===== src/rtl/evt_pkg.sv =====
package evt_pkg;
  localparam int EVT_PER_BANK = 32;
  localparam int BANK_BYTES   = 32;
  localparam int OWN_BASE     = 'h180;
  localparam int HWCFG_ADDR   = 'h3F0;
  localparam int OWN_ID_W     = 3;
  localparam int LOCAL_OWNER  = 1;

  typedef enum logic [2:0] {
    REG_RISE  = 3'd0,
    REG_FALL  = 3'd1,
    REG_SWI   = 3'd2,
    REG_RPEND = 3'd3,
    REG_FPEND = 3'd4,
    REG_MASK  = 3'd5,
    REG_CAP   = 3'd6,
    REG_SEC   = 3'd7
  } bank_reg_e;
endpackage


===== src/rtl/evt_sync.sv =====
module evt_sync #(
  parameter int W = 32
) (
  input  logic         clk,
  input  logic         rst_n,
  input  logic [W-1:0] d_i,
  output logic [W-1:0] q_o
);
  logic [W-1:0] stage1;

  always_ff @(posedge clk or negedge rst_n) begin
    if (!rst_n) begin
      stage1 <= '0;
      q_o    <= '0;
    end else begin
      stage1 <= d_i;
      q_o    <= stage1;
    end
  end
endmodule


===== src/rtl/evt_bank.sv =====
module evt_bank
  import evt_pkg::*;
#(
  parameter int W = EVT_PER_BANK
) (
  input  logic      clk,
  input  logic      rst_n,
  input  logic      wr_en,
  input  bank_reg_e reg_sel,
  input  logic [W-1:0] wdata,
  input  logic [W-1:0] ev_s,
  input  logic [W-1:0] cap,
  input  logic [W-1:0] resv,
  output logic [W-1:0] rise_en,
  output logic [W-1:0] fall_en,
  output logic [W-1:0] rpend,
  output logic [W-1:0] fpend,
  output logic [W-1:0] mask,
  output logic [W-1:0] irq
);
  logic [W-1:0] prev_s;
  logic [W-1:0] wr_bits, rise_hit, fall_hit;
  logic [W-1:0] rp_clr, fp_clr, swi_set;

  always_comb begin
    wr_bits  = wdata & ~resv;
    rise_hit = ev_s & ~prev_s & rise_en;
    fall_hit = ~ev_s & prev_s & fall_en;
    rp_clr   = (wr_en && reg_sel == REG_RPEND) ? wr_bits : '0;
    fp_clr   = (wr_en && reg_sel == REG_FPEND) ? wr_bits : '0;
    swi_set  = (wr_en && reg_sel == REG_SWI)   ? wr_bits : '0;
  end

  always_ff @(posedge clk or negedge rst_n) begin
    if (!rst_n) begin
      prev_s  <= '0;
      rise_en <= '0;
      fall_en <= '0;
      mask    <= '0;
      rpend   <= '0;
      fpend   <= '0;
    end else begin
      prev_s <= ev_s;
      if (wr_en && reg_sel == REG_RISE) rise_en <= (rise_en & resv) | wr_bits;
      if (wr_en && reg_sel == REG_FALL) fall_en <= (fall_en & resv) | wr_bits;
      if (wr_en && reg_sel == REG_MASK) mask    <= (mask & resv) | wr_bits;
      // a new detection outranks a same-cycle clear
      rpend <= ((rpend & ~rp_clr) | rise_hit | swi_set) & cap;
      fpend <= ((fpend & ~fp_clr) | fall_hit) & cap;
    end
  end

  always_comb irq = (((rpend | fpend) & cap) | (ev_s & ~cap)) & mask;
endmodule


===== src/rtl/evt_irq_ctrl.sv =====
module evt_irq_ctrl
  import evt_pkg::*;
#(
  parameter int NUM_BANKS = 2,
  parameter int ADDR_W    = 10,
  parameter logic [NUM_BANKS*EVT_PER_BANK-1:0] TRIG_CAP = '1,
  parameter logic [NUM_BANKS*EVT_PER_BANK-1:0] SECURE   = '0,
  parameter bit HAS_OWNER = 1'b1,
  parameter logic [NUM_BANKS*EVT_PER_BANK-1:0] OWN_EN   = '0,
  parameter logic [NUM_BANKS*EVT_PER_BANK*OWN_ID_W-1:0] OWN_ID = '0
) (
  input  logic                              clk,
  input  logic                              rst_n,
  input  logic [NUM_BANKS*EVT_PER_BANK-1:0] ev_i,
  input  logic                              bus_wr,
  input  logic [ADDR_W-1:0]                 bus_addr,
  input  logic [31:0]                       bus_wdata,
  output logic [31:0]                       bus_rdata,
  output logic [NUM_BANKS*EVT_PER_BANK-1:0] irq_o
);
  localparam int NUM_EVT   = NUM_BANKS * EVT_PER_BANK;
  localparam int EVT_IDX_W = $clog2(NUM_EVT);
  localparam int SEL_W     = ADDR_W - 5;
  localparam int WORD_W    = ADDR_W - 2;
  localparam logic [WORD_W-1:0] OWN_WBASE = WORD_W'(OWN_BASE / 4);

  logic [NUM_EVT-1:0] ev_s, resv, cap_v, sec_v, own_en_a;
  logic [NUM_EVT-1:0][OWN_ID_W-1:0] own_id_a;
  logic [NUM_EVT-1:0] q_rise, q_fall, q_rpend, q_fpend, q_mask;

  logic              aligned, in_bank_area, in_own_area, is_hwcfg;
  logic [SEL_W-1:0]  bank_sel;
  logic [WORD_W-1:0] own_word;
  bank_reg_e         reg_sel;

  evt_sync #(.W(NUM_EVT)) u_sync (
    .clk(clk), .rst_n(rst_n), .d_i(ev_i), .q_o(ev_s)
  );

  for (genvar n = 0; n < NUM_EVT; n++) begin : g_evt_cfg
    assign cap_v[n]    = TRIG_CAP[n];
    assign sec_v[n]    = SECURE[n];
    assign own_en_a[n] = HAS_OWNER & OWN_EN[n];
    assign own_id_a[n] = HAS_OWNER ? OWN_ID[n*OWN_ID_W +: OWN_ID_W] : '0;
    assign resv[n]     = SECURE[n] |
                         (own_en_a[n] && own_id_a[n] != OWN_ID_W'(LOCAL_OWNER));
  end

  always_comb begin
    aligned      = (bus_addr[1:0] == 2'b00);
    bank_sel     = bus_addr[ADDR_W-1:5];
    reg_sel      = bank_reg_e'(bus_addr[4:2]);
    in_bank_area = aligned && (int'(bus_addr) < OWN_BASE) &&
                   (int'(bank_sel) < NUM_BANKS);
    own_word     = bus_addr[ADDR_W-1:2] - OWN_WBASE;
    in_own_area  = aligned && HAS_OWNER && (int'(bus_addr) >= OWN_BASE) &&
                   (int'(own_word) < NUM_EVT);
    is_hwcfg     = (bus_addr == ADDR_W'(HWCFG_ADDR));
  end

  for (genvar b = 0; b < NUM_BANKS; b++) begin : g_bank
    logic bank_wr;
    assign bank_wr = bus_wr && in_bank_area && (int'(bank_sel) == b);

    evt_bank #(.W(EVT_PER_BANK)) u_bank (
      .clk     (clk),
      .rst_n   (rst_n),
      .wr_en   (bank_wr),
      .reg_sel (reg_sel),
      .wdata   (bus_wdata),
      .ev_s    (ev_s   [b*EVT_PER_BANK +: EVT_PER_BANK]),
      .cap     (cap_v  [b*EVT_PER_BANK +: EVT_PER_BANK]),
      .resv    (resv   [b*EVT_PER_BANK +: EVT_PER_BANK]),
      .rise_en (q_rise [b*EVT_PER_BANK +: EVT_PER_BANK]),
      .fall_en (q_fall [b*EVT_PER_BANK +: EVT_PER_BANK]),
      .rpend   (q_rpend[b*EVT_PER_BANK +: EVT_PER_BANK]),
      .fpend   (q_fpend[b*EVT_PER_BANK +: EVT_PER_BANK]),
      .mask    (q_mask [b*EVT_PER_BANK +: EVT_PER_BANK]),
      .irq     (irq_o  [b*EVT_PER_BANK +: EVT_PER_BANK])
    );
  end

  always_comb begin
    bus_rdata = '0;
    if (in_bank_area) begin
      for (int b = 0; b < NUM_BANKS; b++) begin
        if (int'(bank_sel) == b) begin
          case (reg_sel)
            REG_RISE:  bus_rdata = q_rise [b*EVT_PER_BANK +: EVT_PER_BANK];
            REG_FALL:  bus_rdata = q_fall [b*EVT_PER_BANK +: EVT_PER_BANK];
            REG_RPEND: bus_rdata = q_rpend[b*EVT_PER_BANK +: EVT_PER_BANK];
            REG_FPEND: bus_rdata = q_fpend[b*EVT_PER_BANK +: EVT_PER_BANK];
            REG_MASK:  bus_rdata = q_mask [b*EVT_PER_BANK +: EVT_PER_BANK];
            REG_CAP:   bus_rdata = cap_v  [b*EVT_PER_BANK +: EVT_PER_BANK];
            REG_SEC:   bus_rdata = sec_v  [b*EVT_PER_BANK +: EVT_PER_BANK];
            default:   bus_rdata = '0;
          endcase
        end
      end
    end else if (in_own_area) begin
      bus_rdata = {25'd0, own_id_a[own_word[EVT_IDX_W-1:0]], 3'd0,
                   own_en_a[own_word[EVT_IDX_W-1:0]]};
    end else if (is_hwcfg && HAS_OWNER) begin
      bus_rdata = 32'(OWN_ID_W) << 24;
    end
  end
endmodule


===== config.mk =====
export PLATFORM = sky130hd
export DESIGN_NAME = evt_irq_ctrl
export DESIGN_NICKNAME = d
export VERILOG_FILES = /design/src/rtl/evt_pkg.sv /design/src/rtl/evt_sync.sv /design/src/rtl/evt_bank.sv /design/src/rtl/evt_irq_ctrl.sv
export SDC_FILE = /design/constraint.sdc
export NUM_CORES = 1
export LEC_CHECK = 0
export BUFFER_PORTS_ARGS = -buffer_cell sky130_fd_sc_hd__buf_2
export CORE_ASPECT_RATIO = 0.6
export CORE_UTILIZATION = 52
export CTS_BUF_LIST = sky130_fd_sc_hd__clkbuf_16
export DETAILED_ROUTE_END_ITERATION = 10
export PLACE_DENSITY = 0.75
export SETUP_SLACK_MARGIN = 0.5
export SLEW_MARGIN = 30
export SYNTH_ARGS = -nofsm -noshare
export SYNTH_HDL_FRONTEND = slang
export SYNTH_SLANG_ARGS = --single-unit

===== constraint.sdc =====
create_clock -name clk -period 6.73 [get_ports clk]
set_clock_uncertainty 0.05 [all_clocks]
set_input_delay 1.346 -clock clk [delete_from_list [all_inputs] [get_ports clk]]
set_output_delay 1.346 -clock clk [all_outputs]
set_load 0.01 [all_outputs]

Yosys cells after proc, flatten, opt, wreduce, memory -nomap -nowiden
Memories as Yosys holds them, arrays and structs flattened.
Cells that the tools add are included.
{"block": "word_totals", "romBits": 256, "inputBits": 109, "output_inout_bits": 96, "n_memories": 2, "reg_bits": 512, "wordCells": 97}
{"block": "op_classes", "n_bitwise": 30, "n_addsub": 1, "mux": 15, "reduce_logical": 22, "n_eq_ne": 8, "order_cmp": 5}
{"name": "(no name shown)", "depth": 64, "word_bits": 3, "rd": 1, "rd_clocked_by_memory_dff": 0, "wr": 0, "line_no": "evt_irq_ctrl.sv:101", "text": "bus_rdata = {25'd0, own_id_a[own_word[EVT_IDX_W-1:0]], 3'd0,"}
{"name": "(no name shown)", "depth": 64, "word_bits": 1, "rd": 1, "rd_clocked_by_memory_dff": 0, "wr": 0, "line_no": "evt_irq_ctrl.sv:102", "text": "own_en_a[own_word[EVT_IDX_W-1:0]]};"}
{"operator": "32-bit bitwise AND", "n": 14}
{"operator": "32-bit one-hot mux with 6 select lines", "n": 2}
{"operator": "32-bit 2-to-1 mux", "n": 10}
{"operator": "32-bit inverter", "n": 8}
{"operator": "32-bit OR", "n": 8}
{"operator": "26-bit 2-to-1 mux", "n": 1}
{"operator": "1-bit logical AND", "n": 19}
{"operator": "10-bit equality test (second input constant)", "n": 1}
{"operator": "10-bit by 9-bit greater-or-equal comparator with 1-bit output (second input constant)", "n": 1}
{"operator": "10-bit by 9-bit less-than comparator with 1-bit output (second input constant)", "n": 1}
{"operator": "3-bit equality test (second input constant)", "n": 3}
{"operator": "8-bit by 7-bit less-than comparator with 1-bit output (second input constant)", "n": 1}
{"operator": "8-bit by 7-bit subtractor with 8-bit output (second input constant)", "n": 1}
{"operator": "6-bit by 7-bit less-than comparator with 1-bit output (second input constant)", "n": 1}
{"operator": "3-bit by 2-bit equality test with 1-bit output (second input constant)", "n": 2}
{"operator": "5-bit by 2-bit equality test with 1-bit output (second input constant)", "n": 1}
{"operator": "5-bit zero test", "n": 1}
{"operator": "5-bit by 2-bit less-than comparator with 1-bit output (second input constant)", "n": 1}
{"operator": "3-bit by 1-bit equality test with 1-bit output (second input constant)", "n": 1}
{"operator": "3-bit zero test", "n": 1}
{"operator": "3-bit 2-to-1 mux", "n": 1}
{"operator": "2-bit zero test", "n": 1}
{"operator": "1-bit 2-to-1 mux", "n": 1}

Depth between registers and ports, before layout
{"block": "depth", "depth_word": 11, "mapped_depth": 9, "mapped_depth_nobuf": 6}

Cells and area by module
A second synthesis with hierarchy kept.
{"block": "hier_totals", "hier_cells": 2129, "area_unflattened_um2": 23458.7}
{"mod": "evt_bank", "n_inst": 2, "area_per_inst_um2": 8534.4, "seq_area_each_um2": 4804.6, "cells_per_inst": 794}
{"mod": "evt_sync", "n_inst": 1, "area_per_inst_um2": 3203.1, "seq_area_each_um2": 3203.1, "cells_per_inst": 128}
{"mod": "evt_irq_ctrl", "n_inst": 1, "area_per_inst_um2": 3186.8, "seq_area_each_um2": 0.0, "cells_per_inst": 413}

Least setup slack after synthesis
Ideal clock, no wire load.
{"block": "synth_path", "path_type": "input to output", "start": "in bus_addr[7]", "end": "out bus_rdata[21]", "path_slack_ns": 2.234, "required_ns": 5.334, "t_arrival_ns": 3.100, "n_path_buf": 1, "path_stages": 6, "path_cell_list": "inv_1 ha_1 or3b_2 a311o_1 clkbuf_1 a2111oi_0"}
{"block": "synth_via", "elab_chain_cells": 5, "elab_cells_between_ends": 15, "classes_between": "add/sub: 1; order compare: 4; eq/ne: 1; mux: 4; reduce/logical: 5"}
{"element": "start, declared", "line_no": "evt_irq_ctrl.sv:16", "text": "input logic [ADDR_W-1:0] bus_addr,"}
{"element": "8-bit by 7-bit subtractor with 8-bit output / 10-bit by 9-bit greater-or-equal comparator with 1-bit output (equally long branches)", "line_no": "evt_irq_ctrl.sv:55, evt_irq_ctrl.sv:56"}
{"element": "8-bit by 7-bit less-than comparator with 1-bit output / 1-bit logical AND (equally long branches)", "line_no": "evt_irq_ctrl.sv:57, evt_irq_ctrl.sv:56"}
{"element": "1-bit logical AND", "line_no": "evt_irq_ctrl.sv:56", "text": "in_own_area = aligned && HAS_OWNER && (int'(bus_addr) >= OWN_BASE) &&"}
{"element": "32-bit 2-to-1 mux", "line_no": "evt_irq_ctrl.sv:100", "text": "end else if (in_own_area) begin"}
{"element": "32-bit 2-to-1 mux *", "line_no": "evt_irq_ctrl.sv:85", "text": "if (in_bank_area) begin"}
{"element": "end, declared", "line_no": "evt_irq_ctrl.sv:18", "text": "output logic [31:0] bus_rdata,"}
Mark *: on every way between the ends. The rest lies on a longest branch, timed or not.

Final worst setup path
{"block": "layout_path", "start": "in bus_addr[3]", "end": "out bus_rdata[0]"}
{"block": "layout_via", "elab_chain_cells": 5, "elab_cells_between_ends": 22, "classes_between": "add/sub: 1; order compare: 3; eq/ne: 5; mux: 7; reduce/logical: 5; memory: 1"}
{"element": "8-bit by 7-bit subtractor with 8-bit output, or another cell as far along", "line_no": "evt_irq_ctrl.sv:55", "text": "own_word = bus_addr[ADDR_W-1:2] - OWN_WBASE;"}
{"element": "memory 64 x 1 bit, or another cell as far along"}
{"element": "1-bit 2-to-1 mux (implied by the code), or another cell as far along", "line_no": "evt_irq_ctrl.sv:102"}
{"element": "32-bit 2-to-1 mux, on equally long branches", "line_no": "evt_irq_ctrl.sv:100, evt_irq_ctrl.sv:87"}
{"element": "32-bit 2-to-1 mux *", "line_no": "evt_irq_ctrl.sv:85"}
Mark *: on every way between the ends. The rest lies on a longest branch, timed or not. The select of a mux whose other input is x is not followed.

==> run metrics <==
Worst Tran Pin Value=1.02 ns; gr ovfl total=0; R2R cell count=3; non-filler cells, final=2532; cell family with most CP delay=buffers and inverters; Async S/R FF share, synth=1.00; final setup fails=0; Final Hold Violating Endpoints=0; share of cells above drive strength 1=0.272; Final WS setup=1.24 ns; HP Class=flip-flop to flip-flop; Syn. warnings=0; WP buf/inv=3; Post-Synthesis Cells=1776; CP Cell Sequence=buf_4, clkinv_1, a221oi_1, o21ai_0, and3_1, buf_2; Residual DRC=0; Synth Register Bits=512; Post-synth EDFFs=0; Worst slew margin=0.319; IO buf count=204; die area=42700 um^2; Crit. End Element=output port; Post CTS Setup Buffer Count=0; pwr dens=246 nW/um^2; Final Cycle Share=0.815; worst r2r dst=g_bank[0].u_bank.rpend[25]$_DFF_PN0_; drt total wl=60300 um; setup TNS=0 ns; vias after detailed routing=15642; Final Core Density=0.606; Starting Density=0.532; CTS tree=done; Via density=6.18; commonest non-fill, non-tap cell in the layout=dfrtp_1; unrepaired setup endpoints after global routing=no; slowest stage delay, CP=0.98 ns; Max Cap Violations=0; Resized cells post-CTS=0; Nets=2043; syn nets=1887; VDD IR-drop max=0.000223 V; worst min-delay path endpoint=u_sync.q_o[1]$_DFF_PN0_; placed cells=2442; Main synth FF type=dfrtp_1; Die Ht=160 um; flop2flop setup slack=5.72 ns; largest net degree at the start of global routing=136; Worst EP arrival=4.09 ns; Rows=57; core area=40900 um^2; Req. time, crit path=5.33 ns; Post-CTS Hold Fix Bufs=0; vias in the first global route=15681; status=finished clean; total power=6.10 mW; CP max-delay cell=clkinv_1; Final Max Slew Viols=0; Peak Freq=0.182 GHz; first drt pass iteration count=5; drt wl/cell=23.8 um; # IOs=205; clk buf depth=3; area grow syn2layout=13.9%; critical path launch point type=input port; antenna violations before repair=4; Design Area, Final=24800 um^2; average size of a mapped cell=12.2 um^2; first-pass GRT wire length=93900 um; crit path max fanout=57; Clk pin slew, worst setup/hold paths=0.06 ns; static leakage=11.4 nW; WHS Path Cells=0; post-layout minimum cycle time=5.49 ns; HPWL Detailed=37800 um; Sink Count=512; worst skew pair latency=0.59 ns; Antenna Nets Post-Route=0; hold_ws=0.296 ns; Initial DRC Count=1800; most frequent cells in the layout=dfrtp_1, nand2_1, buf_2; critical path class=input port to output port; Root Driver=clkbuf_16; H-tree levels=2; total CTS buffers=47; Die W=266 um; hold path startpoint=u_sync.stage1[1]$_DFF_PN0_; sequential share of the synthesized area=0.589; reg2reg start=u_sync.q_o[25]$_DFF_PN0_; setup slack after placement=1.52 ns; routability congestion estimate=0.871; Global Route Usage Sum=0.288; Yosys cell types=62; Post-Place Cell Area=23300 um^2; mapped cell area=21700 um^2
cell usage after synthesis, drive strengths merged, types with 19 or more instances:
master / n / area share
dfrtp: 512 / 0.59
nand2: 264 / 0.046
mux2: 206 / 0.11
nor2: 119 / 0.021
clkbuf: 78 / 0.014
o2bb2ai: 71 / 0.029
a221o: 68 / 0.031
o21a: 68 / 0.023
buf: 58 / 0.016
a21oi: 47 / 0.011
mux2i: 28 / 0.013
a211o: 27 / 0.011
nand3: 24 / 0.0055
mux4: 21 / 0.022
o211ai: 21 / 0.0073
o21ai: 19 / 0.0044
sequential cells by signal, summed over array words and instances (netlist names):
signal                 flops
g_bank.u_bank.fall_en     64
g_bank.u_bank.fpend       64
g_bank.u_bank.mask        64
g_bank.u_bank.prev_s      64
g_bank.u_bank.rise_en     64
g_bank.u_bank.rpend       64
u_sync.q_o                64
u_sync.stage1             64
report_power, final:
part | internal (mW) | switching (mW)
Sequential | 3.14 | 0.0419
Clock | 1.43 | 1.18
Combinational | 0.0941 | 0.212
Total | 4.67 | 1.43
routing by layer:
metal  vias to the layer above  share of wire  global-route usage  wire length [um]
li1                       6752              -                   -                 -
met1                      8001           0.43               0.425             26100
met2                       735           0.45               0.430             27300
met3                       152          0.082              0.0540              4940
met4                         2          0.032               0.103              1920
met5                         -        0.00018                   0                11
kinds of logic (layout without fill, tap and decap cells):
| group | count (synthesis) | after routing | synth area share |
|---|---|---|---|
| AO/OA/AOI/OAI | 389 | 389 | 0.143 |
| other | 0 | 3 | 0 |
| buffers and inverters | 152 | 345 | 0.0321 |
| adder cells (fa/ha/maj) | 2 | 2 | 0.00115 |
| flip-flops | 512 | 512 | 0.589 |
| multiplexers | 255 | 255 | 0.141 |
| AND/OR/NAND/NOR | 466 | 466 | 0.0934 |
cell type report:
class	count	area, um^2
antenna	3	7.51
fill	3222	16100
clock inverter	39	309
sequential	512	12800
clock buffer	47	1180
tap	560	701
multi-input combinational	1112	8310
inverter	16	60.1
timing repair buffer	243	1390
worst max-delay path by stage:
stage | startpoint | to | cells past startpoint
finish | bus_addr[3] | bus_rdata[0] | 6
global route | bus_addr[3] | bus_rdata[0] | 6
global placement | bus_addr[7] | bus_rdata[3] | 6
floorplan | bus_addr[7] | bus_rdata[21] | 6
CTS | bus_addr[7] | bus_rdata[20] | 7
detailed placement | bus_addr[7] | bus_rdata[3] | 6
Power figures use the tool's default switching activity.
